<file path="config.mk">
export PLATFORM = sky130hd
export DESIGN_NAME = ldst_port_monitor
export DESIGN_NICKNAME = d
export VERILOG_FILES = /design/src/rtl/ldst_mon_pkg.sv /design/src/rtl/ldst_mon_track.sv /design/src/rtl/ldst_mon_rules.sv /design/src/rtl/ldst_mon_errlog.sv /design/src/rtl/ldst_port_monitor.sv
export SDC_FILE = /design/constraint.sdc
export NUM_CORES = 1
export LEC_CHECK = 0
export ABC_AREA = 1
export BUFFER_PORTS_ARGS = -buffer_cell sky130_fd_sc_hd__clkbuf_2
export CAP_MARGIN = 20
export CORE_MARGIN = 2
export CORE_UTILIZATION = 60
export CTS_BUF_LIST = sky130_fd_sc_hd__clkbuf_4
export CTS_CLUSTER_SIZE = 14
export DETAILED_ROUTE_END_ITERATION = 8
export PLACE_DENSITY = 0.87
export REMOVE_ABC_BUFFERS = 1
export SETUP_SLACK_MARGIN = 0.1
export SLEW_MARGIN = 0
export SYNTH_ARGS = -nofsm -noshare
export SYNTH_HDL_FRONTEND = slang
export SYNTH_SLANG_ARGS = --single-unit
</file>
<file path="constraint.sdc">
create_clock -name clk -period 2.43 [get_ports clk]
set_clock_uncertainty 0.05 [all_clocks]
set_input_delay 0.3645 -clock clk [delete_from_list [all_inputs] [get_ports clk]]
set_output_delay 0.3645 -clock clk [all_outputs]
set_load 0.02 [all_outputs]
</file>
<file path="src/rtl/ldst_mon_pkg.sv">
package ldst_mon_pkg;

    localparam int RULE_CNT     = 10;
    localparam int RULE_BOTH    = 0;
    localparam int RULE_OVERLAP = 1;
    localparam int RULE_BUSY    = 2;
    localparam int RULE_HOLD    = 3;
    localparam int RULE_ACK2    = 4;
    localparam int RULE_EXC2    = 5;
    localparam int RULE_ACKEXC  = 6;
    localparam int RULE_STRAY   = 7;
    localparam int RULE_LDD     = 8;
    localparam int RULE_STB     = 9;

    typedef enum logic [1:0] {
        PH_IDLE = 2'd0,
        PH_OPEN = 2'd1,
        PH_TAIL = 2'd2
    } phase_e;

    typedef enum logic {
        OP_LOAD  = 1'b0,
        OP_STORE = 1'b1
    } op_e;

    // tracker view handed to the rule checks
    typedef struct packed {
        logic req_edge;
        logic idle;
        logic open_now;
        op_e  op_now;
        logic ack_seen;
        logic ack_prev;
        logic exc_prev;
        logic ldd_prev;
        logic stb_prev;
        logic addr_drift;
        logic busy_exp;
    } view_t;

endpackage

</file>
<file path="src/rtl/ldst_mon_track.sv">
module ldst_mon_track
    import ldst_mon_pkg::*;
#(
    parameter int ADDR_W = 48
) (
    input  logic              clk,
    input  logic              rst,
    input  logic              ld_req,
    input  logic              st_req,
    input  logic              adr_vld,
    input  logic [ADDR_W-1:0] adr_val,
    input  logic              adr_ack,
    input  logic              adr_exc,
    input  logic              ld_done,
    input  logic              st_strobe,
    output view_t             view
);

    typedef struct packed {
        phase_e            phase;
        op_e               op;
        logic              req_prev;
        logic              vld_seen;
        logic              ack_seen;
        logic              ack_prev;
        logic              exc_prev;
        logic              ldd_prev;
        logic              stb_prev;
        logic [ADDR_W-1:0] adr_cap;
    } trk_t;

    trk_t q, d;
    logic req_any, req_edge, idle, open_now, ld_end, exc_end, st_end;
    op_e  op_now;

    always_comb begin
        req_any  = ld_req | st_req;
        req_edge = req_any & ~q.req_prev;
        idle     = (q.phase == PH_IDLE);
        open_now = (idle & req_edge) | (q.phase == PH_OPEN);
        op_now   = idle ? ((st_req && !ld_req) ? OP_STORE : OP_LOAD) : q.op;
        ld_end   = open_now & ld_done & (op_now == OP_LOAD);
        exc_end  = open_now & adr_exc;
        st_end   = open_now & st_strobe & (op_now == OP_STORE) & q.ack_seen;

        d          = q;
        d.req_prev = req_any;
        d.ack_prev = adr_ack;
        d.exc_prev = adr_exc;
        d.ldd_prev = ld_done;
        d.stb_prev = st_strobe;
        if (open_now) begin
            d.op = op_now;
            if (adr_vld && !q.vld_seen) d.adr_cap = adr_val;
            d.vld_seen = q.vld_seen | adr_vld;
            d.ack_seen = q.ack_seen | adr_ack;
            if (ld_end || exc_end)  d.phase = PH_IDLE;
            else if (st_end)        d.phase = PH_TAIL;
            else                    d.phase = PH_OPEN;
            if (ld_end || exc_end || st_end) begin
                d.vld_seen = 1'b0;
                d.ack_seen = 1'b0;
            end
        end else begin
            d.phase    = PH_IDLE;
            d.vld_seen = 1'b0;
            d.ack_seen = 1'b0;
        end

        view.req_edge   = req_edge;
        view.idle       = idle;
        view.open_now   = open_now;
        view.op_now     = op_now;
        view.ack_seen   = q.ack_seen;
        view.ack_prev   = q.ack_prev;
        view.exc_prev   = q.exc_prev;
        view.ldd_prev   = q.ldd_prev;
        view.stb_prev   = q.stb_prev;
        view.addr_drift = (q.phase == PH_OPEN) & q.vld_seen &
                          (~adr_vld | (adr_val != q.adr_cap));
        view.busy_exp   = open_now & ~ld_end & ~exc_end;
    end

    always_ff @(posedge clk) begin
        if (rst) q <= '0;
        else     q <= d;
    end


    idle_after_rst_chk: assert property (@(posedge clk)
        rst |=> (q.phase == PH_IDLE && !q.ack_seen && !q.vld_seen));


    tail_ends_chk: assert property (@(posedge clk) disable iff (rst)
        (q.phase == PH_TAIL) |=> (q.phase == PH_IDLE));

endmodule

</file>
<file path="src/rtl/ldst_mon_rules.sv">
module ldst_mon_rules
    import ldst_mon_pkg::*;
(
    input  logic                ld_req,
    input  logic                st_req,
    input  logic                adr_ack,
    input  logic                adr_exc,
    input  logic                ld_done,
    input  logic                st_strobe,
    input  logic                busy,
    input  view_t               view,
    output logic [RULE_CNT-1:0] viol
);

    always_comb begin
        viol               = '0;
        viol[RULE_BOTH]    = ld_req & st_req;
        viol[RULE_OVERLAP] = view.req_edge & ~view.idle;
        viol[RULE_BUSY]    = busy ^ view.busy_exp;
        viol[RULE_HOLD]    = view.addr_drift;
        viol[RULE_ACK2]    = adr_ack & view.ack_prev;
        viol[RULE_EXC2]    = adr_exc & view.exc_prev;
        viol[RULE_ACKEXC]  = adr_exc & view.open_now & (view.ack_seen | adr_ack);
        viol[RULE_STRAY]   = (adr_ack | adr_exc) & ~view.open_now;
        viol[RULE_LDD]     = ld_done & (~view.open_now | (view.op_now != OP_LOAD) |
                                        view.ldd_prev);
        viol[RULE_STB]     = st_strobe & (~view.open_now | (view.op_now != OP_STORE) |
                                          ~view.ack_seen | view.stb_prev);
    end

endmodule

</file>
<file path="src/rtl/ldst_mon_errlog.sv">
module ldst_mon_errlog
    import ldst_mon_pkg::*;
(
    input  logic                clk,
    input  logic                rst,
    input  logic                clr_err,
    input  logic [RULE_CNT-1:0] viol,
    output logic [RULE_CNT-1:0] err_q
);

    typedef struct packed {
        logic [RULE_CNT-1:0] code;
    } log_t;

    log_t q, d;

    always_comb begin
        d.code = (clr_err ? '0 : q.code) | viol;
    end

    always_ff @(posedge clk) begin
        if (rst) q <= '0;
        else     q <= d;
    end

    assign err_q = q.code;


    sticky_hold_chk: assert property (@(posedge clk) disable iff (rst)
        !clr_err |=> ((err_q & $past(err_q)) == $past(err_q)));


    clear_empty_chk: assert property (@(posedge clk) disable iff (rst)
        (clr_err && viol == '0) |=> (err_q == '0));

endmodule

</file>
<file path="src/rtl/ldst_port_monitor.sv">
module ldst_port_monitor
    import ldst_mon_pkg::*;
#(
    parameter int ADDR_W = 48
) (
    input  logic                clk,
    input  logic                rst,
    input  logic                clr_err,
    input  logic                ld_req,
    input  logic                st_req,
    input  logic                adr_vld,
    input  logic [ADDR_W-1:0]   adr_val,
    input  logic                adr_ack,
    input  logic                adr_exc,
    input  logic                ld_done,
    input  logic                st_strobe,
    input  logic                busy,
    output logic                err_sticky,
    output logic [RULE_CNT-1:0] err_code
);

    view_t               view;
    logic [RULE_CNT-1:0] viol;

    ldst_mon_track #(.ADDR_W(ADDR_W)) i_track (
        .clk       (clk),
        .rst       (rst),
        .ld_req    (ld_req),
        .st_req    (st_req),
        .adr_vld   (adr_vld),
        .adr_val   (adr_val),
        .adr_ack   (adr_ack),
        .adr_exc   (adr_exc),
        .ld_done   (ld_done),
        .st_strobe (st_strobe),
        .view      (view)
    );

    ldst_mon_rules i_rules (
        .ld_req    (ld_req),
        .st_req    (st_req),
        .adr_ack   (adr_ack),
        .adr_exc   (adr_exc),
        .ld_done   (ld_done),
        .st_strobe (st_strobe),
        .busy      (busy),
        .view      (view),
        .viol      (viol)
    );

    ldst_mon_errlog i_errlog (
        .clk     (clk),
        .rst     (rst),
        .clr_err (clr_err),
        .viol    (viol),
        .err_q   (err_code)
    );

    assign err_sticky = |err_code;


    both_req_chk: assert property (@(posedge clk) disable iff (rst)
        (ld_req && st_req) |=> err_code[RULE_BOTH]);


    busy_match_chk: assert property (@(posedge clk) disable iff (rst)
        (busy != view.busy_exp) |=> err_code[RULE_BUSY]);


    ack_twice_chk: assert property (@(posedge clk) disable iff (rst)
        (adr_ack && view.ack_prev) |=> err_code[RULE_ACK2]);


    stray_chk: assert property (@(posedge clk) disable iff (rst)
        ((adr_ack || adr_exc) && !view.open_now) |=> err_code[RULE_STRAY]);


    rst_empty_chk: assert property (@(posedge clk)
        rst |=> (err_code == '0 && !err_sticky));

endmodule

</file>
Word-level counts from Yosys, hierarchy flattened

Cells that the tools add are included.
W data, S select, Z words.

Bits in registers: 68
Latch bits: 0
Bits in writable memories: 0
Memory bits (read-only): 0
Bits of input ports: 59
Output and inout bits: 11
Word-level logic and storage cells: 69
Memories kept: 0

Add/subtract/negate cells: 0
$mul: 0
Div/mod/pow operators: 0
$lt $le $gt $ge: 0
Equality and inequality tests: 2
Shifts and indexed selects: 0
Multiplexer cells: 4
Bitwise operators: 41
Reductions and logical operators: 11

Operators with widths:

| cell                 | count |
|---|---|
| $ne A48 B48 Y1       | 1 |
| $and A1 B1 Y1        | 20 |
| $or A1 B1 Y1         | 11 |
| $mux W10             | 1 |
| $or A10 B10 Y10      | 1 |
| $reduce_or A10 Y1    | 1 |
| $not A1 Y1           | 8 |
| $reduce_or A3 Y1     | 2 |
| $eq A2 B1 Y1 const B | 1 |
| $logic_and A1 B1 Y1  | 2 |
| $logic_not A1 Y1     | 2 |
| $logic_not A2 Y1     | 1 |
| $logic_or A1 B1 Y1   | 2 |
| $mux W1              | 2 |
| $mux W2              | 1 |
| $reduce_and A2 Y1    | 1 |
| $xor A1 B1 Y1        | 1 |

Depth between registers and ports, before layout

Gate-level depths: netlist (run 1).

Depth in word-level cells: 11
Mapped depth: 11
Mapped depth without buffers: 11

Modules after synthesis

A second synthesis (run 1) with hierarchy kept.

Cells, all modules: 537
Area total of the unflattened synthesis: 3,515.9 sq um

By module, submodules not included:

| module            | instances | cells each | area each (sq um) | sequential area each (sq um) |
|---|---|---|---|---|
| ldst_mon_track    | 1         | 460        | 2,992.9           | 1,161.1 |
| ldst_mon_errlog   | 1         | 42         | 376.6             | 200.2 |
| ldst_mon_rules    | 1         | 26         | 107.6             | 0.0 |
| ldst_port_monitor | 1         | 9          | 38.8              | 0.0 |

Least setup slack after synthesis (run 1)

No wires, ideal clock.

Path kind: register to register
Start point: reg i_track.q[56] (netlist name)
End point: reg i_track.q[37] (netlist name)
Library setup time: 0.117 ns
Data arrival time: 1.291 ns
Required time: 2.263 ns
Slack: 0.972 ns
Stages on the path, launching flop included: 9
Buffers on the path: 2
Clock period less this slack: 1.458 ns
Cell sequence: dfxtp_1 nor2_2 inv_2 o21ai_4 nand3_2 buf_2 buf_6 o21ai_1 a21oi_1

Cells in the longest elaborated chain, start to end: 4
Elaborated cells on any way between the ends: 5
Classes of those cells: 1 x eq/ne; 2 x bitwise; 2 x reduce/logical

Ends and longest elaborated chain:

| element                                | line                 | text |
|---|---|---|
| start, declared                        | ldst_mon_track.sv:32 | `trk_t q, d;` |
| start signal, assigned                 | ldst_mon_track.sv:85 | `if (rst) q <= '0;` |
| start signal, assigned                 | ldst_mon_track.sv:86 | `else q <= d;` |
| $logic_not A2 Y1                       | ldst_mon_track.sv:39 | `idle = (q.phase == PH_IDLE);` |
| $and A1 B1 Y1                          | ldst_mon_track.sv:40 | `open_now = (idle & req_edge) \| (q.phase == PH_OPEN);` |
| $or A1 B1 Y1 (*)                       | ldst_mon_track.sv:40 |  |
| $reduce_and A2 Y1 (no source line) (*) | -                    |  |

Mark *: on every way between the ends. The rest lies on a longest branch, timed or not.
A chain may end at the register's enable or synchronous reset.

Final worst setup path (run 1)

Start point: reg i_track.q[56] (netlist name)
End point: reg i_track.q[35] (netlist name)

Same word-level chain as after synthesis.

==> metrics.txt, run 1 <==
status finished, final reports clean; CTS clk-pin slew, worst paths 0.12 ns; share of post-route cells with drive strength above 1 16.78%; H-tree Lvls 3; Worst EP required 2.74 ns; Max Cap Violations 0; crit path launch type flip-flop; Data arrival, critical path 2.23 ns; CTS root buf clkbuf_4; vias in the first global route 2896; Avg WL per Cell 10.99 um; Final Hold Viols 0; Main synth FF type dfxtp_1; Post-synth EDFFs 0; worst hold path type input port to flip-flop; GRT overflow 0; GPL Wtd Cong 0.7983; Non-Filler Instances 636; Setup Fix Bufs, Post-CTS 0; period utilization 79.16%; insertion delay to the later sink of the worst-skew pair 0.42 ns; CTS buffer count 9; sequential fraction of the synthesis area 41.77%; antenna violations before repair 0; hold slack 0.1210 ns; maximum VDD drop 0.4314 mV; slew at the pin closest to its max-slew limit 0.4917 ns; Crit-path slowest cell inv_2; DR vias/cell 4.939; clock sink count 68; 1st-iter DRT viols 164; initial core utilization 63.01%; ys async rst share 0%; WL met3 317 um; Peak Freq 519.9 MHz; placed cells 620; ANT cells 0; cell taking the most area after synthesis dfxtp_1; core area 5172 sq um; hold-fix buffers at CTS 0; setup TNS 0 ns; count leader, synth nand2_1; Die Ht 77.71 um; Cell Chain, Critical Path nor2_2, inv_2, o21ai_4, nand3_2, inv_2, o21ai_0, a21oi_1; Synth area leaders dfxtp_1 42%, nand2_1 15%, inv_1 10%, a21oi_1 6.4%, nor2_1 6.1%; synthesized area per cell 6.625 sq um; DRC errors left 0; RSZ-0062 raised after global routing no; worst setup path class flip-flop to flip-flop; Comb power frac 17.1%; row cnt 26; DR WL met2 3.473 mm; Syn Std Cell Area 3259 sq um; Detailed Route WL 6.987 mm; top cells by count, synth 127 x nand2_1, 89 x inv_1, 68 x dfxtp_1; Vias 3141; post_cts resized 0; cell repeated most along the worst path inv_2; Layout Area Growth over Synthesis 15.97%; share of the synthesized area in the top cell type 41.77%; YS warnings 0; Final min period 1.924 ns; crit-path max FO 22; drt first pass iters 4; power after layout 2539 uW; Clk pwr share 33.7%; Final nets 620; IO buf count 69; Syn Inst Count 492; final core utilization 73.08%; met1 WL 3.088 mm; synth unique cells 27; Die X-Extent 77.71 um; largest net degree at the start of global routing 30; NetSw 736.1 uW; die area 6038 sq um; power per cell area 671.7 nW/um^2; Crit path largest cell delay 0.41 ns; ANT nets after route 0; first-pass GRT wire length 12.08 mm; clk buf depth 2; Leak 0.001945 uW; Max Transition Viols Final 0; CTS tree yes; Top Metal Used met4; Synth Register Bits 68; Final setup viols 0; DP HPWL 5.122 mm; I/O Pins 70; Slew Limit Headroom 67.10%; Critical Path End Type flip-flop; gr usage total 24.72%; Sw Ratio 28.99%; internal power 1803 uW; Flop pwr share 49.3%
[metal layers]
layer / up-vias / track usage [%]
li1: 1676 / -
met1: 1390 / 29.51
met2: 63 / 42.67
met3: 12 / 6.628
met4: 0 / 8.571
met5: - / 0
[power by group through the flow]
stage / Sequential, uW / Clock (uW) / Combinational (uW)
after floorplan: 1280 / 0 / 274
after global placement: 1270 / 0 / 415
after detailed placement: 1270 / 0 / 430
after CTS: 1250 / 868 / 434
after global routing: 1260 / 914 / 500
final: 1250 / 855 / 433
[sequential cells by signal, summed over array words and instances, names as in the netlist]
signal / count
i_errlog.err_q: 10
i_track.q: 53
i_track.view: 5
[kinds of logic (layout without fill, tap and decap cells)]
kind of cell	after synthesis	in the layout	synth area share (%)
AO/OA/AOI/OAI	113	113	18.58
buffers and inverters	107	181	13.93
XOR/XNOR	8	8	2.150
flip-flops	68	68	41.77
AND/OR/NAND/NOR	196	196	23.57
[layout by cell type (no fill, tap or decap), types with 3 or more instances in the layout]
cell type	count
nand4_1	3
dfxtp_1	68
xnor2_1	6
buf_4	5
clkbuf_4	10
o21ai_1	34
inv_1	89
o21ai_0	25
nand2_1	127
nand3_1	7
o22ai_1	5
nor2_1	53
a21oi_1	42
clkbuf_2	69
[final cells by class]
class                      instances  area [sq um]
multi-input combinational        317          1444
sequential                        68          1361
timing repair buffer              74         382.9
clock inverter                     6         87.58
fill                             469          1393
clock buffer                      10         75.07
inverter                          91         341.6
tap                               70         87.58
[metrics by stage]
step | cell area (sq um) | setup WS [ns]
2_1_floorplan | 3147 | 0.07236
3_3_place_gp | 3617 | 0.6108
3_5_place_dp | 3617 | 0.5491
4_1_cts | 3780 | 0.5181
5_1_grt | 3780 | 0.3063
6_report | 3780 | 0.5064
[final timing paths]
check	endpoint	start	slack (ns)	depth (start not counted)
hold / removal	i_track.view[2]	st_strobe	0.12	3
hold reg to reg	i_errlog.err_q[5]	i_track.view[4]	0.41	1
setup reg to reg	i_track.q[35]	i_track.q[56]	0.51	7
setup / recovery	i_track.q[35]	i_track.q[56]	0.51	7
[worst max-delay path: cells and delay by family (launching register included)]
family                 cells  cell delay [ns]
buffers and inverters      2             0.49
AND/OR/NAND/NOR            2             0.48
AO/OA/AOI/OAI              3             0.48
flip-flops                 1             0.34
Note: power is estimated with default switching activity, not from simulation.
==> run 2: changes to the inputs <==
--- a/config.mk
+++ b/config.mk
@@ -9,11 +9,11 @@
 export BUFFER_PORTS_ARGS = -buffer_cell sky130_fd_sc_hd__clkbuf_2
 export CAP_MARGIN = 20
 export CORE_MARGIN = 2
-export CORE_UTILIZATION = 60
+export CORE_UTILIZATION = 51
 export CTS_BUF_LIST = sky130_fd_sc_hd__clkbuf_4
 export CTS_CLUSTER_SIZE = 14
 export DETAILED_ROUTE_END_ITERATION = 8
-export PLACE_DENSITY = 0.87
+export PLACE_DENSITY = 0.78
 export REMOVE_ABC_BUFFERS = 1
 export SETUP_SLACK_MARGIN = 0.1
 export SLEW_MARGIN = 0
==> constraint.sdc (replaced) <==
create_clock -name clk -period 1.75 [get_ports clk]
set_clock_uncertainty 0.05 [all_clocks]
set_input_delay 0.2625 -clock clk [delete_from_list [all_inputs] [get_ports clk]]
set_output_delay 0.2625 -clock clk [all_outputs]
set_load 0.02 [all_outputs]
==> run 2 against run 1 <==
- non-clock buffer count is 2 higher
- cell count up 1.4%
- via count decreased by 2.4%
- worst hold slack got worse by 0.11 ns
- routed wire length is 1.9% lower
- global-route usage down 4.8 points
- register-to-register slack got worse by 0.28 ns
- flip-flop and latch count unchanged
- total power is 32% higher
- critical path depth down 4
- critical path type is now flip-flop to primary output
- highest routed layer unchanged
==> metrics.txt, run 2 (same netlist as run 1, synthesis figures left out) <==
GPL Wtd Cong 0.8285; WHS Path Cells 3; worst reg2reg startpoint i_track.q[56]; Layout Area Growth over Synthesis 16.93%; I/O Pins 70; CTS clk-pin slew, worst paths 0.12 ns; r2r worst-path depth 7; Die Ht 83.95 um; antenna violations before repair 0; largest net degree at the start of global routing 62; gr usage total 19.95%; H-tree Lvls 3; insertion delay to the later sink of the worst-skew pair 0.41 ns; Hold Startpoint ld_done; final-layout fill cell count 611; ANT cells 0; Detailed Route WL 6.853 mm; GRT overflow 0; most frequent cells in the layout 127 x nand2_1, 89 x inv_1, 68 x clkbuf_2, 66 x dfxtp_1, 53 x nor2_1; Data arrival, critical path 1.35 ns; RSZ-0062 raised after global routing yes; DRC errors left 0; Critical Path End Type primary output; Crit-path slowest cell dfxtp_2; vias in the first global route 2739; crit-path max FO 3; hold slack 0.01464 ns; Final nets 622; slew at the pin closest to its max-slew limit 0.4033 ns; crit path launch type flip-flop; Multi-input gate area 1465 sq um; Die X-Extent 83.95 um; worst hold endpoint i_track.view[3]; R2R setup slack 0.23 ns; power after layout 3354 uW; power per cell area 880.0 nW/um^2; CTS tree yes; final core utilization 60.71%; clock sink count 68; first-pass GRT wire length 11.37 mm; Worst EP required 1.44 ns; period utilization 95.13%; initial core utilization 51.92%; worst hold path type input port to flip-flop; setup TNS 0 ns; largest reg by FF count i_track.q; ANT nets after route 0; Cell Chain, Critical Path nor4_4, nand4_1, buf_2; CTS root buf clkbuf_4; Max Transition Viols Final 0; Vias 3067; Avg WL per Cell 10.62 um; drt first pass iters 4; Slew Limit Headroom 72.83%; die area 7047 sq um; CTS buffer count 9; status finished, final reports clean; max reg flops 53; share of post-route cells with drive strength above 1 17.43%; Post-Layout Inst Area 3811 sq um; 1st-iter DRT viols 106; maximum VDD drop 0.6294 mV; core area 6277 sq um; worst reg2reg endpoint i_track.q[0]; Final setup viols 0; row cnt 29; Max Cap Violations 0; placed cell area 3633 sq um; DR vias/cell 4.755; clk buf depth 2; DP HPWL 4.978 mm; commonest non-fill, non-tap cell in the layout nand2_1; worst setup path class flip-flop to primary output; Crit path largest cell delay 0.36 ns; Peak Freq 600.7 MHz; register area 1364 sq um; Leak 0.001942 uW; Final min period 1.665 ns; IO buf count 69; Final Hold Viols 0
## run 2: cell count changes in the layout (fill, tap and decap cells not counted), moves of 2 or more
cell,delta
dfxtp_2,+2
clkinvlp_4,+2
nor4_1,-2
dfxtp_1,-2
## run 2: timing repair
action | CTS | global route
gates resized for setup | 2 | 9
setup buffers | 0 | 0
hold buffers | 1 | 0
hold endpoints to repair | 1 | 0
endpoints found under the setup margin | 1 | 32
## run 2: final cells by class
cell class	instances	area share (%)
tap	77	2.528
timing repair buffer	76	10.70
inverter	91	8.995
clock buffer	9	1.773
sequential	68	35.78
clock inverter	7	1.773
multi-input combinational	317	38.44
## run 2: power breakdown
group          internal, uW  switching [uW]  total [uW]
logic                   244             364         608
clock network           428             580        1010
registers              1670            66.7        1740
total                  2340            1010        3350
## run 2: critical path, delay by kind of cell (launching register included)
family,cells,cell delay (ns)
DFF,1,0.36
and+or+nand+nor,2,0.40
buffers and inverters,1,0.17
## run 2: per-stage QoR
stage          instances  worst slack, ns
6_report             645          0.08520
4_1_cts              645          0.07566
3_3_place_gp         628           0.1293
2_1_floorplan        476          -0.6076
3_5_place_dp         628          0.06943
5_1_grt              645        -0.003228
## run 2: how the worst max path moves through the flow
stage                      startpoint            end  cells past startpoint
floorplan               i_track.q[56]  i_track.q[11]                      7
global placement               st_req  i_track.q[45]                      7
detailed placement             st_req   i_track.q[1]                      7
CTS                 i_errlog.err_q[5]     err_sticky                      3
global route        i_errlog.err_q[5]     err_sticky                      3
finish              i_errlog.err_q[5]     err_sticky                      3
## run 2: routing by layer
metal	vias up	GRT usage (%)	share of wire, %
met2	52	34.84	48
li1	1679	-	-
met5	-	0	0
met3	11	4.352	4.1
met1	1325	23.93	46
met4	0	7.478	1.5
